**config.mk**
```make
export PLATFORM = sky130hd
export DESIGN_NAME = pw_walker
export DESIGN_NICKNAME = d
export VERILOG_FILES = /design/src/rtl/pw_pkg.sv /design/src/rtl/pw_entry_addr.sv /design/src/rtl/pw_perm_check.sv /design/src/rtl/pw_walker.sv
export SDC_FILE = /design/constraint.sdc
export NUM_CORES = 1
export LEC_CHECK = 0
export BUFFER_PORTS_ARGS = -buffer_cell sky130_fd_sc_hd__buf_2
export CORE_MARGIN = 3
export CORE_UTILIZATION = 47
export DETAILED_ROUTE_END_ITERATION = 10
export PLACE_DENSITY = 0.75
export SYNTH_ARGS = -nofsm -noshare
export SYNTH_HDL_FRONTEND = slang
export SYNTH_SLANG_ARGS = --single-unit
```
**constraint.sdc**
```tcl
create_clock -name clk -period 1.8 [get_ports clk]
set_input_delay 0.18 -clock clk [delete_from_list [all_inputs] [get_ports clk]]
set_output_delay 0.18 -clock clk [all_outputs]
set_load 0.02 [all_outputs]
```
**src/rtl/pw_pkg.sv**
```systemverilog
package pw_pkg;
    localparam int ADDR_W = 32;
    localparam int OFF_W  = 12;
    localparam int IDX_W  = 10;
    localparam int FRM_W  = ADDR_W - OFF_W;

    localparam int BIT_PRES  = 0;
    localparam int BIT_WROK  = 1;
    localparam int BIT_USROK = 2;
    localparam int BIT_ACC   = 5;
    localparam int BIT_DIRTY = 6;

    typedef enum logic [2:0] {
        WS_IDLE, WS_RD_DIR, WS_RD_TBL, WS_WR_DIR, WS_WR_TBL, WS_RESP
    } walk_state_t;

    typedef struct packed {
        logic [ADDR_W-1:0] laddr;
        logic              wr;
        logic              user;
    } xreq_t;

    function automatic logic [2:0] make_ecode(input logic prot, input logic wr, input logic user);
        return {user, wr, prot};
    endfunction
endpackage

```
**src/rtl/pw_entry_addr.sv**
```systemverilog
module pw_entry_addr #(
    parameter int ADDR_W = 32,
    parameter int OFF_W  = 12,
    parameter int IDX_W  = 10
) (
    input  logic [ADDR_W-OFF_W-1:0] frame,
    input  logic [IDX_W-1:0]        index,
    output logic [ADDR_W-1:0]       ent_addr
);
    localparam int SLOT_W = OFF_W - IDX_W;
    assign ent_addr = {frame, index, {SLOT_W{1'b0}}};
endmodule

```
**src/rtl/pw_perm_check.sv**
```systemverilog
module pw_perm_check
    import pw_pkg::*;
(
    input  logic [ADDR_W-1:0] dent,
    input  logic [ADDR_W-1:0] tent,
    input  logic              wr,
    input  logic              user,
    output logic              viol,
    output logic [ADDR_W-1:0] dent_upd,
    output logic [ADDR_W-1:0] tent_upd,
    output logic              dent_chg,
    output logic              tent_chg
);
    logic eff_usr, eff_wr;

    always_comb begin
        eff_usr  = dent[BIT_USROK] & tent[BIT_USROK];
        eff_wr   = dent[BIT_WROK]  & tent[BIT_WROK];
        viol     = user & (~eff_usr | (wr & ~eff_wr));
        dent_upd = dent;
        dent_upd[BIT_ACC] = 1'b1;
        tent_upd = tent;
        tent_upd[BIT_ACC] = 1'b1;
        if (wr) tent_upd[BIT_DIRTY] = 1'b1;
        dent_chg = (dent_upd != dent);
        tent_chg = (tent_upd != tent);
    end
endmodule

```
**src/rtl/pw_walker.sv**
```systemverilog
module pw_walker
    import pw_pkg::*;
(
    input  logic              clk,
    input  logic              rst,
    input  logic              paging_en,
    input  logic [ADDR_W-1:0] dir_base,
    input  logic              req_valid,
    output logic              req_ready,
    input  logic [ADDR_W-1:0] req_laddr,
    input  logic              req_write,
    input  logic              req_user,
    output logic              rsp_valid,
    input  logic              rsp_ready,
    output logic [ADDR_W-1:0] rsp_paddr,
    output logic              rsp_fault,
    output logic [2:0]        rsp_ecode,
    output logic [ADDR_W-1:0] fault_addr,
    output logic              mem_req,
    output logic              mem_we,
    output logic              mem_lock,
    output logic [ADDR_W-1:0] mem_addr,
    output logic [ADDR_W-1:0] mem_wdata,
    input  logic              mem_ack,
    input  logic [ADDR_W-1:0] mem_rdata
);
    walk_state_t       state_q;
    xreq_t             req_q;
    logic [FRM_W-1:0]  base_q;
    logic [ADDR_W-1:0] dent_q, tent_q;
    logic [ADDR_W-1:0] paddr_q, faddr_q;
    logic              fault_q;
    logic [2:0]        ecode_q;

    logic [ADDR_W-1:0] dir_ent_a, tbl_ent_a;
    logic [ADDR_W-1:0] tent_in, dent_upd, tent_upd;
    logic              viol, dent_chg, tent_chg;

    pw_entry_addr #(.ADDR_W(ADDR_W), .OFF_W(OFF_W), .IDX_W(IDX_W)) u_dir_a (
        .frame    (base_q),
        .index    (req_q.laddr[ADDR_W-1 -: IDX_W]),
        .ent_addr (dir_ent_a)
    );

    pw_entry_addr #(.ADDR_W(ADDR_W), .OFF_W(OFF_W), .IDX_W(IDX_W)) u_tbl_a (
        .frame    (dent_q[ADDR_W-1:OFF_W]),
        .index    (req_q.laddr[OFF_W +: IDX_W]),
        .ent_addr (tbl_ent_a)
    );

    assign tent_in = (state_q == WS_RD_TBL) ? mem_rdata : tent_q;

    pw_perm_check u_perm (
        .dent     (dent_q),
        .tent     (tent_in),
        .wr       (req_q.wr),
        .user     (req_q.user),
        .viol     (viol),
        .dent_upd (dent_upd),
        .tent_upd (tent_upd),
        .dent_chg (dent_chg),
        .tent_chg (tent_chg)
    );

    always_comb begin
        mem_req   = (state_q == WS_RD_DIR) || (state_q == WS_RD_TBL) ||
                    (state_q == WS_WR_DIR) || (state_q == WS_WR_TBL);
        mem_we    = (state_q == WS_WR_DIR) || (state_q == WS_WR_TBL);
        mem_lock  = mem_req;
        mem_addr  = ((state_q == WS_RD_DIR) || (state_q == WS_WR_DIR)) ? dir_ent_a : tbl_ent_a;
        mem_wdata = (state_q == WS_WR_DIR) ? dent_upd : tent_upd;
    end

    assign req_ready  = (state_q == WS_IDLE);
    assign rsp_valid  = (state_q == WS_RESP);
    assign rsp_paddr  = paddr_q;
    assign rsp_fault  = fault_q;
    assign rsp_ecode  = ecode_q;
    assign fault_addr = faddr_q;

    always_ff @(posedge clk) begin
        if (rst) begin
            state_q <= WS_IDLE;
            req_q   <= '0;
            base_q  <= '0;
            dent_q  <= '0;
            tent_q  <= '0;
            paddr_q <= '0;
            faddr_q <= '0;
            fault_q <= 1'b0;
            ecode_q <= '0;
        end else begin
            unique case (state_q)
                WS_IDLE: begin
                    if (req_valid) begin
                        req_q   <= '{laddr: req_laddr, wr: req_write, user: req_user};
                        base_q  <= dir_base[ADDR_W-1:OFF_W];
                        fault_q <= 1'b0;
                        ecode_q <= '0;
                        paddr_q <= req_laddr;
                        state_q <= paging_en ? WS_RD_DIR : WS_RESP;
                    end
                end
                WS_RD_DIR: begin
                    if (mem_ack) begin
                        dent_q <= mem_rdata;
                        if (!mem_rdata[BIT_PRES]) begin
                            fault_q <= 1'b1;
                            ecode_q <= make_ecode(1'b0, req_q.wr, req_q.user);
                            faddr_q <= req_q.laddr;
                            paddr_q <= '0;
                            state_q <= WS_RESP;
                        end else begin
                            state_q <= WS_RD_TBL;
                        end
                    end
                end
                WS_RD_TBL: begin
                    if (mem_ack) begin
                        tent_q <= mem_rdata;
                        if (!mem_rdata[BIT_PRES] || viol) begin
                            fault_q <= 1'b1;
                            ecode_q <= make_ecode(mem_rdata[BIT_PRES], req_q.wr, req_q.user);
                            faddr_q <= req_q.laddr;
                            paddr_q <= '0;
                            state_q <= WS_RESP;
                        end else begin
                            paddr_q <= {mem_rdata[ADDR_W-1:OFF_W], req_q.laddr[OFF_W-1:0]};
                            state_q <= dent_chg ? WS_WR_DIR : (tent_chg ? WS_WR_TBL : WS_RESP);
                        end
                    end
                end
                WS_WR_DIR: begin
                    if (mem_ack) state_q <= tent_chg ? WS_WR_TBL : WS_RESP;
                end
                WS_WR_TBL: begin
                    if (mem_ack) state_q <= WS_RESP;
                end
                WS_RESP: begin
                    if (rsp_ready) state_q <= WS_IDLE;
                end
                default: state_q <= WS_IDLE;
            endcase
        end
    end
endmodule

```
Word level (Yosys, flattened, before mapping):

Index checks and enable logic that the tools add are counted.

* logic and storage cells: 88
* output and inout bits: 137
* flip-flop bits (word level): 189
* bits of input ports: 104

* bitwise gates (word level): 7
* mux-type cells: 39
* eq/ne operators: 14
* reduce and logical (&&, ||, !) cells: 17

Operators with widths (count)
* $mux 32: 12
* $pmux 32 s3: 1
* $pmux 32 s2: 1
* $mux 3: 15
* $pmux 3 s6: 1
* $ne 2x2->1 const B: 6
* $reduce_and 6->1: 2
* $reduce_and 5->1: 2
* $pmux 3 s3: 1
* $mux 1: 7
* $eq 3x2->1 const B: 2
* $eq 3x3->1 const B: 2
* $logic_or 1x1->1: 6
* $reduce_and 2->1: 3
* $and 1x1->1: 4
* $ne 2x1->1 const B: 2
* $eq 3x1->1 const B: 1
* $logic_not 3->1: 1
* $pmux 1 s3: 1
* $reduce_bool 3->1: 1
* $ne 2x2->1: 1
* $not 1->1: 2
* $reduce_bool 2->1: 1
* $logic_not 1->1: 1
* $or 1x1->1: 1

Logic depth before layout (Yosys ltp):

Gate-level depths: netlist of the first run.

* depth after elaboration: 11
* mapped depth: 9
* mapped depth without buffers: 5

Modules after synthesis:

From an unflattened synthesis of the first run, not the netlist that was laid out.

* cell total of the unflattened synthesis: 1192
* area, all modules: 9600.5 um2

Modules (own cells, without submodules)
* pw_walker: sequential area each 3783.6 um2, area each 8598.2 um2, times used 1, cells each 1055
* pw_perm_check: sequential area each 0.0 um2, area each 514.2 um2, times used 1, cells each 71
* pw_entry_addr: sequential area each 0.0 um2, area each 244.0 um2, times used 2, cells each 33

Worst setup path after synthesis of the first run:

No wires, ideal clock.

* path kind: register to output
* start: register state_q[1]
* end: output mem_wdata[13]
* cell stages (with the launch flop): 7
* path slack: -0.252 ns
* arrival: 1.872 ns
* required time: 1.620 ns
* path buffers: 3
* cell sequence: dfxtp_1 buf_4 nor3b_4 buf_6 clkbuf_1 mux2i_1 o21ai_0

* word-level cells in the longest chain between the ends: 3
* elaborated cells between the ends (all ways): 4
* those cells by class: eq/ne: 2; mux: 2

Ends and longest elaborated chain
* start: declaration: RTL line pw_walker.sv:27 `walk_state_t state_q;`
* start signal: assignment: RTL line pw_walker.sv:101 `state_q <= paging_en ? WS_RD_DIR : WS_RESP;`
* start signal: assignment: RTL line pw_walker.sv:129 `state_q <= dent_chg ? WS_WR_DIR : (tent_chg ? WS_WR_TBL : WS_RESP);`
* start signal: assignment: RTL line pw_walker.sv:134 `if (mem_ack) state_q <= tent_chg ? WS_WR_TBL : WS_RESP;`
* $eq 3x2->1: RTL line pw_walker.sv:51 `assign tent_in = (state_q == WS_RD_TBL) ? mem_rdata : tent_q;`
* $mux 32: RTL line pw_walker.sv:51
* $mux 32 *: RTL line pw_walker.sv:71 `mem_wdata = (state_q == WS_WR_DIR) ? dent_upd : tent_upd;`
* end: declaration: RTL line pw_walker.sv:23 `output logic [ADDR_W-1:0] mem_wdata,`

Mark *: on every way between the ends. The rest lies on a longest branch, timed or not.

Worst setup path in the final report of the first run:

* start: register state_q[0]
* end: output mem_wdata[10]

Same word-level chain as after synthesis.

==> flow_summary.ini, run 1 <==
[timing]
fin_ws_ns = -0.3205
worst_pin_slew_ns = 0.5876
drv_slew = 0
finalHoldViolCount = 0
fin_crit_ns = 2.121
setup_viol = 133
rsz0062_at_grt = yes
period_share = 1.178
slew_headroom = 0.6068
skew_ns = 0.007987
max_freq_mhz = 471.6

[synthesis]
synth_top_area_share = 0.4585
syn_area_um2 = 8253
ys_seq_area_frac = 0.4585
synth_common_cells = 346 x nand2_1, 189 x dfxtp_1, 127 x a21oi_1
synthTopCellsByArea = dfxtp_1 46%, nand2_1 16%, mux2i_1 8.0%
synth_flop_cell = dfxtp_1
synth_top_area_cell = dfxtp_1
avgSynthCellArea_um2 = 7.982
synth.most_common_cell = nand2_1
ys_seq_elements = 189
synth_warnings = 0
ys_async_sr_fraction = 0
synth_edf_count = 0
syn_inst = 1034
yosysUniqueCellTypes = 35

[setup_path]
cp.arrival_ns = 1.94
path_class = flip-flop to primary output
worstSetupEndpointType = primary output
required_ns = 1.62
worstPathMaxFanout = 8
start_kind = flip-flop

[floorplanning]
die_y_um = 138.5
ios = 241
chipWidth_um = 138.5
start_util = 0.4890
core_area_um2 = 16880
num_rows = 47
dieArea_um2 = 19190

[power]
switching_share = 0.3285
p_total_mw = 12.27
intPower_mw = 8.237
p_comb_frac = 0.291
p_leak_nw = 4.869
power.sequential.fraction = 0.393
ir_drop_mv = 0.7456
clock_power_share = 0.316
cellPowerDensity_nw_per_um2 = 1029
p_sw_mw = 4.030

[cts]
clk_latency_ns = 0.43
clock_tree.root_cell = clkbuf_16
cts_buffers = 17
clk_pin_slew_worst_paths_ns = 0.07
clkSinkCount = 189
clockBufferDepth = 2
cts_tree = yes
htree_levels = 4

[route]
drcViolationCount = 0
num_vias = 8370
wl_mm = 27.43
drt-pass1-iter-count = 6
antenna_left = 0
routedWlPerCell_um = 17.87
drtIter0Drc = 688
via_per_inst = 5.453

[global_routing]
antenna_found_initial = 2
gr-total-overflow = 0
grt_use_total = 0.2610
grt_pass1_vias = 7756
grt_max_degree = 80
grt_pass1_wl_mm = 41.30

[finish]
nets = 1404
ff_latch_area_um2 = 3790
n_fill_cell = 1243
post_route_cells_drive_above_1_share = 0.3305
multiInputGateArea_um2 = 4491
area_growth_pct = 44.44

[run_status]
status = complete, but fails checks
failed_checks = setup timing

[placed_design]
dp_slack_ns = -0.2585
portBuffers = 225
hpwl_mm = 17.00
gp_congestion = 0.8827

[worst_hold_path]
min-delay-path-class = input pin to flip-flop

[flow_run]
maxCapViolCount = 0
[logic make-up after synthesis]
family | share of synthesized area
flops | 0.4585
simple gates | 0.1944
buf+inv | 0.05064
other cells | 0.0009100
compound gates | 0.1733
mux | 0.1223
[flip-flops by register name, indices dropped and copies added (netlist names)]
signal,count
fault_addr,32
dent_q,32
rsp_paddr,32
state_q,3
tent_q,32
req_q,34
rsp_fault,1
base_q,20
rsp_ecode,3
[final timing paths]
check	start	depth (start not counted)	endpoint	slack, ns
hold reg to reg	rsp_fault$_SDFFE_PP0P_	2	rsp_fault$_SDFFE_PP0P_	0.45
setup / recovery	state_q[0]$_SDFFE_PP0P_	7	mem_wdata[10]	-0.32
hold / removal	req_laddr[9]	3	req_q[11]$_SDFFE_PP0P_	0.01
setup reg to reg	state_q[2]$_SDFFE_PP0P_	8	fault_addr[22]$_SDFFE_PP0P_	-0.22
[power groups by stage]
stage,logic (mW),registers (mW),clock network (mW)
global placement,2.91,4.89,0
detailed placement,2.94,4.90,0
finish,3.57,4.82,3.87
floorplan,1.68,5.05,0
global route,3.84,4.87,4.06
CTS,3.25,4.81,3.90
[per-layer routing]
metal | share of wire | wire length (µm) | vias to the layer above | GRT usage
met1 | 0.41 | 11200 | 3930 | 0.3393
met2 | 0.50 | 13610 | 356 | 0.4353
met5 | 0.00029 | 8 | - | 0
met4 | 0.025 | 692 | 2 | 0.08580
met3 | 0.070 | 1917 | 57 | 0.05456
li1 | - | - | 4025 | -
[what timing repair did]
action                                  CTS  global route
gates cloned                              5             7
setup buffers                             7             9
pin swaps                                 3            10
hold endpoints to repair                 52             0
hold buffers                             47             0
gates resized for setup                  62           116
endpoints found under the setup margin  145           132
[layout make-up]
cell class,instances,area share
clock buffer,19,0.03716
sequential,189,0.3179
clock inverter,13,0.01281
inverter,4,0.001574
antenna,2,0.0004199
multi-input combinational,753,0.3767
timing repair buffer,335,0.2303
tap,220,0.02309
[critical path, cell delays in order (launching register included)]
cell,delay (ns)
dfxtp_2,0.36
buf_6,0.10
nor2b_4,0.20
and2_4,0.32
clkbuf_16,0.22
nand2_2,0.08
o21ai_4,0.08
buf_6,0.14
[layout by cell type (no fill, tap or decap), drive strengths merged, types with 3 or more instances in the layout]
cell,n
o2bb2ai,4
and2,4
clkbuf,26
o21ai,35
dfxtp,189
buf,281
clkinv,3
a211oi,33
mux2,31
mux2i,66
a21oi,127
nand2b,4
a21o,3
nor2,44
dlygate4sd3,47
nor2b,5
a31oi,3
a22oi,32
inv,10
conb,3
nand2,346
[per-stage QoR]
step	instances	utilization	setup TNS, ns	area, µm²	hold WS (ns)
after floorplan	1035	-	-0.3016	8310	0.3160
after global placement	1427	0.5820	-7.813	9823	0.4214
after detailed placement	1427	0.5820	-13.36	9823	0.4262
after CTS	1517	0.6660	-24.86	11240	0.00003467
after global routing	1534	0.7061	-35.07	11920	0.008537
final	1535	0.7063	-27.24	11920	0.01339
Power figures use the tool's default switching activity.
==> inputs of run 2 (changes only) <==
- CORE_UTILIZATION: 47 -> 49
- PLACE_DENSITY: 0.75 -> 0.76
- SYNTH_HIERARCHICAL: default -> 1
==> run 2 against run 1 <==
- power grew 47%
- the run still ends with setup timing left
- core utilization shrank 4.7 points
- setup slack worse by 0.37 ns
- largest power group is now combinational cells
==> flow_summary.ini, run 2 <==
[route]
wl_mm = 30.07
drcViolationCount = 0
routedWlPerCell_um = 18.75
drt-pass1-iter-count = 5
antenna_left = 0
num_vias = 8770
drtIter0Drc = 523
via_per_inst = 5.468

[global_routing]
gr-total-overflow = 0
grt_max_degree = 51
grt_pass1_wl_mm = 45.38
grt_use_total = 0.2617
antenna_found_initial = 2
grt_pass1_vias = 8411

[timing]
drv_slew = 0
max_freq_mhz = 401.7
skew_ns = 0.01149
finalHoldViolCount = 0
worst_pin_slew_ns = 0.5033
fin_ws_ns = -0.6892
fin_crit_ns = 2.489
rsz0062_at_grt = yes
setup_viol = 134
slew_headroom = 0.6645
period_share = 1.383

[power]
p_comb_frac = 0.488
cellPowerDensity_nw_per_um2 = 1443
power.sequential.fraction = 0.300
p_sw_mw = 7.329
intPower_mw = 10.71
switching_share = 0.4062
clock_power_share = 0.212
p_leak_nw = 5.247
ir_drop_mv = 0.7680

[setup_path]
reg2reg_depth = 10
reg2reg_slack_ns = -0.69
path_class = flip-flop to flip-flop
start_kind = flip-flop
critPathTopFamily = simple AND/OR/NAND/NOR gates
worstSetupEndpointType = flip-flop
timing.rr.end = rsp_paddr[27]$_SDFFE_PP0P_
required_ns = 2.10
worstPathMaxFanout = 8
crit_chain = nor3b_4 > buf_4 > mux2_4 > a21boi_2 > o21a_1 > and2b_2 > and2_4 > clkbuf_16 > a221oi_4 > nor3_2
crit_buf_inv = 2
slowest_delay_ns = 0.34
critical_path.slowest_cell = dfxtp_2
cp.arrival_ns = 2.79
r2r_start = state_q[2]$_SDFFE_PP0P_

[finish]
n_fill_cell = 1522
final_cell_area_um2 = 12510
area_growth_pct = 30.26
ff_latch_area_um2 = 3787
top_register = req_q
layout_common_cells = 324 x nand2_1, 186 x dfxtp_1, 182 x buf_2
postLayoutCoreUtil = 0.6597
post_route_cells_drive_above_1_share = 0.3656
multiInputGateArea_um2 = 4858
largest_register_ff_count = 34
nets = 1435
layout_commonest_cell = nand2_1

[placed_design]
placed_area_um2 = 10280
portBuffers = 225
gp_congestion = 0.8536
hpwl_mm = 18.63

[synthesis]
synth_compound_area_frac = 0.1642
ys_seq_area_frac = 0.3941
synth_top_area_share = 0.3941
synthTopCellsByArea = dfxtp_1 39%, nand2_1 13%, buf_4 10%
syn_inst = 1192
ys_async_sr_fraction = 0
synthMuxAreaShare = 0.07624
synthAdderAreaFrac = 0
synth_flop_cell = dfxtp_1
synth_edf_count = 0
synth_warnings = 6
synth_xor_area_frac = 0.0009123
synth_top_family_by_area = simple AND/OR/NAND/NOR gates
synth.most_common_cell = nand2_1
synth_top_area_cell = dfxtp_1
synth-simple-area-share = 0.2128
avgSynthCellArea_um2 = 8.054
ys_seq_elements = 189
synth_common_cells = 340 x nand2_1, 189 x dfxtp_1, 156 x a21oi_1
syn_area_um2 = 9600
yosysUniqueCellTypes = 43

[floorplanning]
num_rows = 50
die_y_um = 146.0
core_area_um2 = 18960
dieArea_um2 = 21310
chipWidth_um = 146.0
start_util = 0.5065
ios = 241

[run_status]
status = complete, but fails checks
failed_checks = setup timing

[worst_hold_path]
hold_path_end = dent_q[8]$_SDFFE_PP0P_
min_from = mem_rdata[8]
min-delay-path-class = input pin to flip-flop
min_path_cells = 3

[cts]
cts_buffers = 17
clk_pin_slew_worst_paths_ns = 0.08
clk_latency_ns = 0.43
clockBufferDepth = 2
cts_tree = yes
clkSinkCount = 189
clock_tree.root_cell = clkbuf_16
htree_levels = 4

[flow_run]
maxCapViolCount = 0
-- run 2: timing repair --
action	CTS	global route
endpoints found under the setup margin	218	187
pin swaps	10	9
setup buffers	19	9
hold buffers	27	0
endpoints found under the hold margin	29	0
gates resized for setup	119	86
gates cloned	5	8
-- run 2: layer usage --
layer | vias to the layer above | part of all wire | GRT usage | wire [µm]
met3 | 64 | 0.066 | 0.04671 | 1976
met1 | 4216 | 0.43 | 0.3514 | 13000
met4 | 2 | 0.029 | 0.09831 | 872
li1 | 4140 | - | - | -
met2 | 348 | 0.47 | 0.4229 | 14210
met5 | - | 0.00023 | 0 | 7
-- run 2: worst register-to-register path: stages, from the launching register on --
cell	delay [ns]
dfxtp_2	0.34
nor3b_4	0.23
buf_4	0.15
mux2_4	0.30
a21boi_2	0.16
o21a_1	0.18
and2b_2	0.26
and2_4	0.22
clkbuf_16	0.19
a221oi_4	0.26
nor3_2	0.08
-- run 2: layout make-up --
class / count / share of cell area
multi-input cells: 779 / 0.3885
flip-flops and latches: 189 / 0.3029
repair buffers: 339 / 0.2335
clock buffers: 18 / 0.03432
well taps: 260 / 0.02601
clock inverters: 13 / 0.01271
inverters: 5 / 0.001901
diodes: 1 / 0.0002001
-- run 2: per-stage QoR --
stage          hold slack, ns  TNS [ns]  std cells  setup WS (ns)  power, mW
2_1_floorplan          0.3160    -34.58       1195        -0.5405      10.22
3_3_place_gp           0.4203    -33.60       1505        -0.4942      11.86
3_5_place_dp           0.4259    -43.88       1505        -0.6409      12.00
4_1_cts             0.0004932    -56.24       1587        -0.5718      17.02
5_1_grt              0.003821    -73.49       1604        -0.7358      18.88
6_report              0.01866    -64.73       1604        -0.6892      18.04
-- run 2: worst max-delay path by stage --
stage,cells after the start,start,end
floorplan,12,state_q[2]$_SDFFE_PP0P_,rsp_paddr[12]$_SDFFE_PP0P_
global placement,9,state_q[0]$_SDFFE_PP0P_,rsp_paddr[2]$_SDFFE_PP0P_
detailed placement,9,state_q[0]$_SDFFE_PP0P_,rsp_paddr[2]$_SDFFE_PP0P_
CTS,7,state_q[2]$_SDFFE_PP0P_,mem_wdata[6]
global route,10,state_q[2]$_SDFFE_PP0P_,rsp_paddr[27]$_SDFFE_PP0P_
finish,10,state_q[2]$_SDFFE_PP0P_,rsp_paddr[27]$_SDFFE_PP0P_
-- run 2: kinds of logic after synthesis --
logic type	count (synthesis)
buf+inv	227
other cells	3
simple gates	465
flops	189
mux	65
compound gates	242
xor+xnor	1
-- run 2: power by group through the flow --
stage,Clock [mW],Combinational [mW],Sequential (mW)
floorplan,0,4.50,5.72
global placement,0,6.43,5.42
detailed placement,0,6.55,5.44
CTS,3.87,7.77,5.38
global route,4.08,9.32,5.48
finish,3.83,8.80,5.41
==> inputs of run 3 (changes only) <==
- PLACE_DENSITY: 0.76 -> default
- PLACE_DENSITY_LB_ADDON: default -> 0.3
==> run 3 against run 2 <==
- the flow still finishes with violations (setup timing)
- hold slack got worse by 0.0068 ns
- sequential power barely moved
- clock-buffer cell count did not move
- via count fell by 3.5%
- power fell by 9.3%
- critical path depth rose by 1
- combinational power fell by 19%
- global-route usage fell by 1.2 points
- flip-flop and latch count did not move
- critical endpoint is now rsp_paddr[23]$_SDFFE_PP0P_
- highest routed layer is now met4
==> flow_summary.ini, run 3 (synthesis results as in run 2) <==
[run_status]
status = complete, but fails checks
failed_checks = setup timing

[floorplanning]
dieArea_um2 = 21310
core_area_um2 = 18960
chipWidth_um = 146.0
die_y_um = 146.0
num_rows = 50
ios = 241
start_util = 0.5065

[flow_run]
maxCapViolCount = 0

[route]
drtIter0Drc = 512
drt-pass1-iter-count = 5
routedWlPerCell_um = 17.58
num_vias = 8464
drcViolationCount = 0
wl_mm = 27.88
via_per_inst = 5.337
antenna_left = 0

[timing]
skew_ns = 0.01589
fin_setup_tns_ns = -52.96
max_freq_mhz = 418.1
rsz0062_at_grt = yes
hold_ws_ns = 0.01190
fin_ws_ns = -0.5921
setup_viol = 132
finalHoldViolCount = 0
drv_slew = 0
period_share = 1.329
fin_crit_ns = 2.392

[finish]
top_register = req_q
nets = 1416
post_route_cells_drive_above_1_share = 0.3396
layout_commonest_cell = nand2_1
layout_common_cells = 337 x nand2_1, 213 x buf_2, 186 x dfxtp_1
area_growth_pct = 23.21
largest_register_ff_count = 34
n_fill_cell = 1640

[power]
intPower_mw = 9.646
p_comb_frac = 0.438
cellPowerDensity_nw_per_um2 = 1384
switching_share = 0.4108
power.sequential.fraction = 0.329
p_leak_nw = 5.009
p_sw_mw = 6.726
clock_power_share = 0.233
ir_drop_mv = 0.7926

[setup_path]
crit_buf_inv = 3
path_common_cell = buf_6
worstSetupEndpointType = flip-flop
critPathTopFamily = simple AND/OR/NAND/NOR gates
slowest_delay_ns = 0.35
worstPathMaxFanout = 10
critical_path.slowest_cell = dfxtp_2
cp.arrival_ns = 2.70
start_kind = flip-flop
crit_chain = nor3b_4 > buf_6 > buf_6 > mux2_4 > nand2_2 > o21a_1 > and2b_2 > and2_4 > buf_12 > a221oi_2 > nor3_2
required_ns = 2.11
path_class = flip-flop to flip-flop

[global_routing]
grt_pass1_wl_mm = 43.57
antenna_found_initial = 1
grt_pass1_vias = 8112
grt_max_degree = 69
gr-total-overflow = 0
grt_use_total = 0.2496

[cts]
clock_tree.root_cell = clkbuf_16
clk_latency_ns = 0.43
cts_buffers = 17
htree_levels = 4
clockBufferDepth = 2
clk_pin_slew_worst_paths_ns = 0.07
clkSinkCount = 189
cts_tree = yes

[placed_design]
gp_congestion = 0.8697
hpwl_mm = 18.23
portBuffers = 225

[worst_hold_path]
min-delay-path-class = input pin to flip-flop
-- run 3: power by group through the flow --
stage / Clock (mW) / Sequential [mW] / Combinational [mW]
after floorplan: 0 / 5.72 / 4.50
after global placement: 0 / 5.43 / 6.34
after detailed placement: 0 / 5.45 / 6.43
after CTS: 3.86 / 5.36 / 6.65
after global routing: 4.05 / 5.47 / 7.73
final: 3.82 / 5.39 / 7.16
-- run 3: path summary, 6_finish.rpt --
| kind | startpoint | endpoint | slack (ns) | cells past startpoint |
|---|---|---|---|---|
| hold reg to reg | tent_q[25]$_SDFFE_PP0P_ | tent_q[25]$_SDFFE_PP0P_ | 0.45 | 2 |
| setup / recovery | state_q[2]$_SDFFE_PP0P_ | rsp_paddr[23]$_SDFFE_PP0P_ | -0.59 | 11 |
| hold / removal | mem_rdata[11] | dent_q[11]$_SDFFE_PP0P_ | 0.01 | 3 |
| setup reg to reg | state_q[2]$_SDFFE_PP0P_ | rsp_paddr[23]$_SDFFE_PP0P_ | -0.59 | 11 |
-- run 3: final cells by class --
| class | count | area (µm²) | area share |
|---|---|---|---|
| multi-input combinational | 779 | 4757 | 0.4022 |
| sequential | 189 | 3787 | 0.3202 |
| timing repair buffer | 320 | 2354 | 0.1990 |
| clock buffer | 18 | 429.2 | 0.03628 |
| tap | 260 | 325.3 | 0.02750 |
| clock inverter | 14 | 155.1 | 0.01312 |
| inverter | 5 | 18.77 | 0.001587 |
| antenna | 1 | 2.502 | 0.0002116 |
-- run 3: per-stage QoR --
stage	setup slack, ns	util	std cells	cell area [µm²]	power (mW)
2_1_floorplan	-0.5405	-	1195	9664	10.22
4_1_cts	-0.5181	0.6038	1578	11440	15.88
6_report	-0.5921	0.6240	1586	11830	16.37
3_5_place_dp	-0.5674	0.5405	1503	10240	11.88
3_3_place_gp	-0.5201	0.5405	1503	10240	11.77
5_1_grt	-0.6516	0.6240	1586	11830	17.25
-- run 3: layer usage --
metal | GRT usage | vias to the layer above | part of all wire
met3 | 0.05107 | 31 | 0.078
met1 | 0.3393 | 4007 | 0.43
met4 | 0.06726 | 0 | 0.016
li1 | - | 4093 | -
met2 | 0.4064 | 333 | 0.48
met5 | 0 | - | 0
-- run 3: repair_timing --
item,4_1_cts,5_1_grt
hold buffers,39,0
pin swaps,6,14
setup buffers,4,3
gates cloned,0,4
hold endpoints to repair,39,0
setup endpoints to repair,157,220
gates resized for setup,60,53
-- run 3: worst min-delay path: cells and delay by family --
| kind | cells | cell delay, ns |
|---|---|---|
| buf+inv | 1 | 0.11 |
| simple gates | 1 | 0.05 |
| compound gates | 1 | 0.05 |
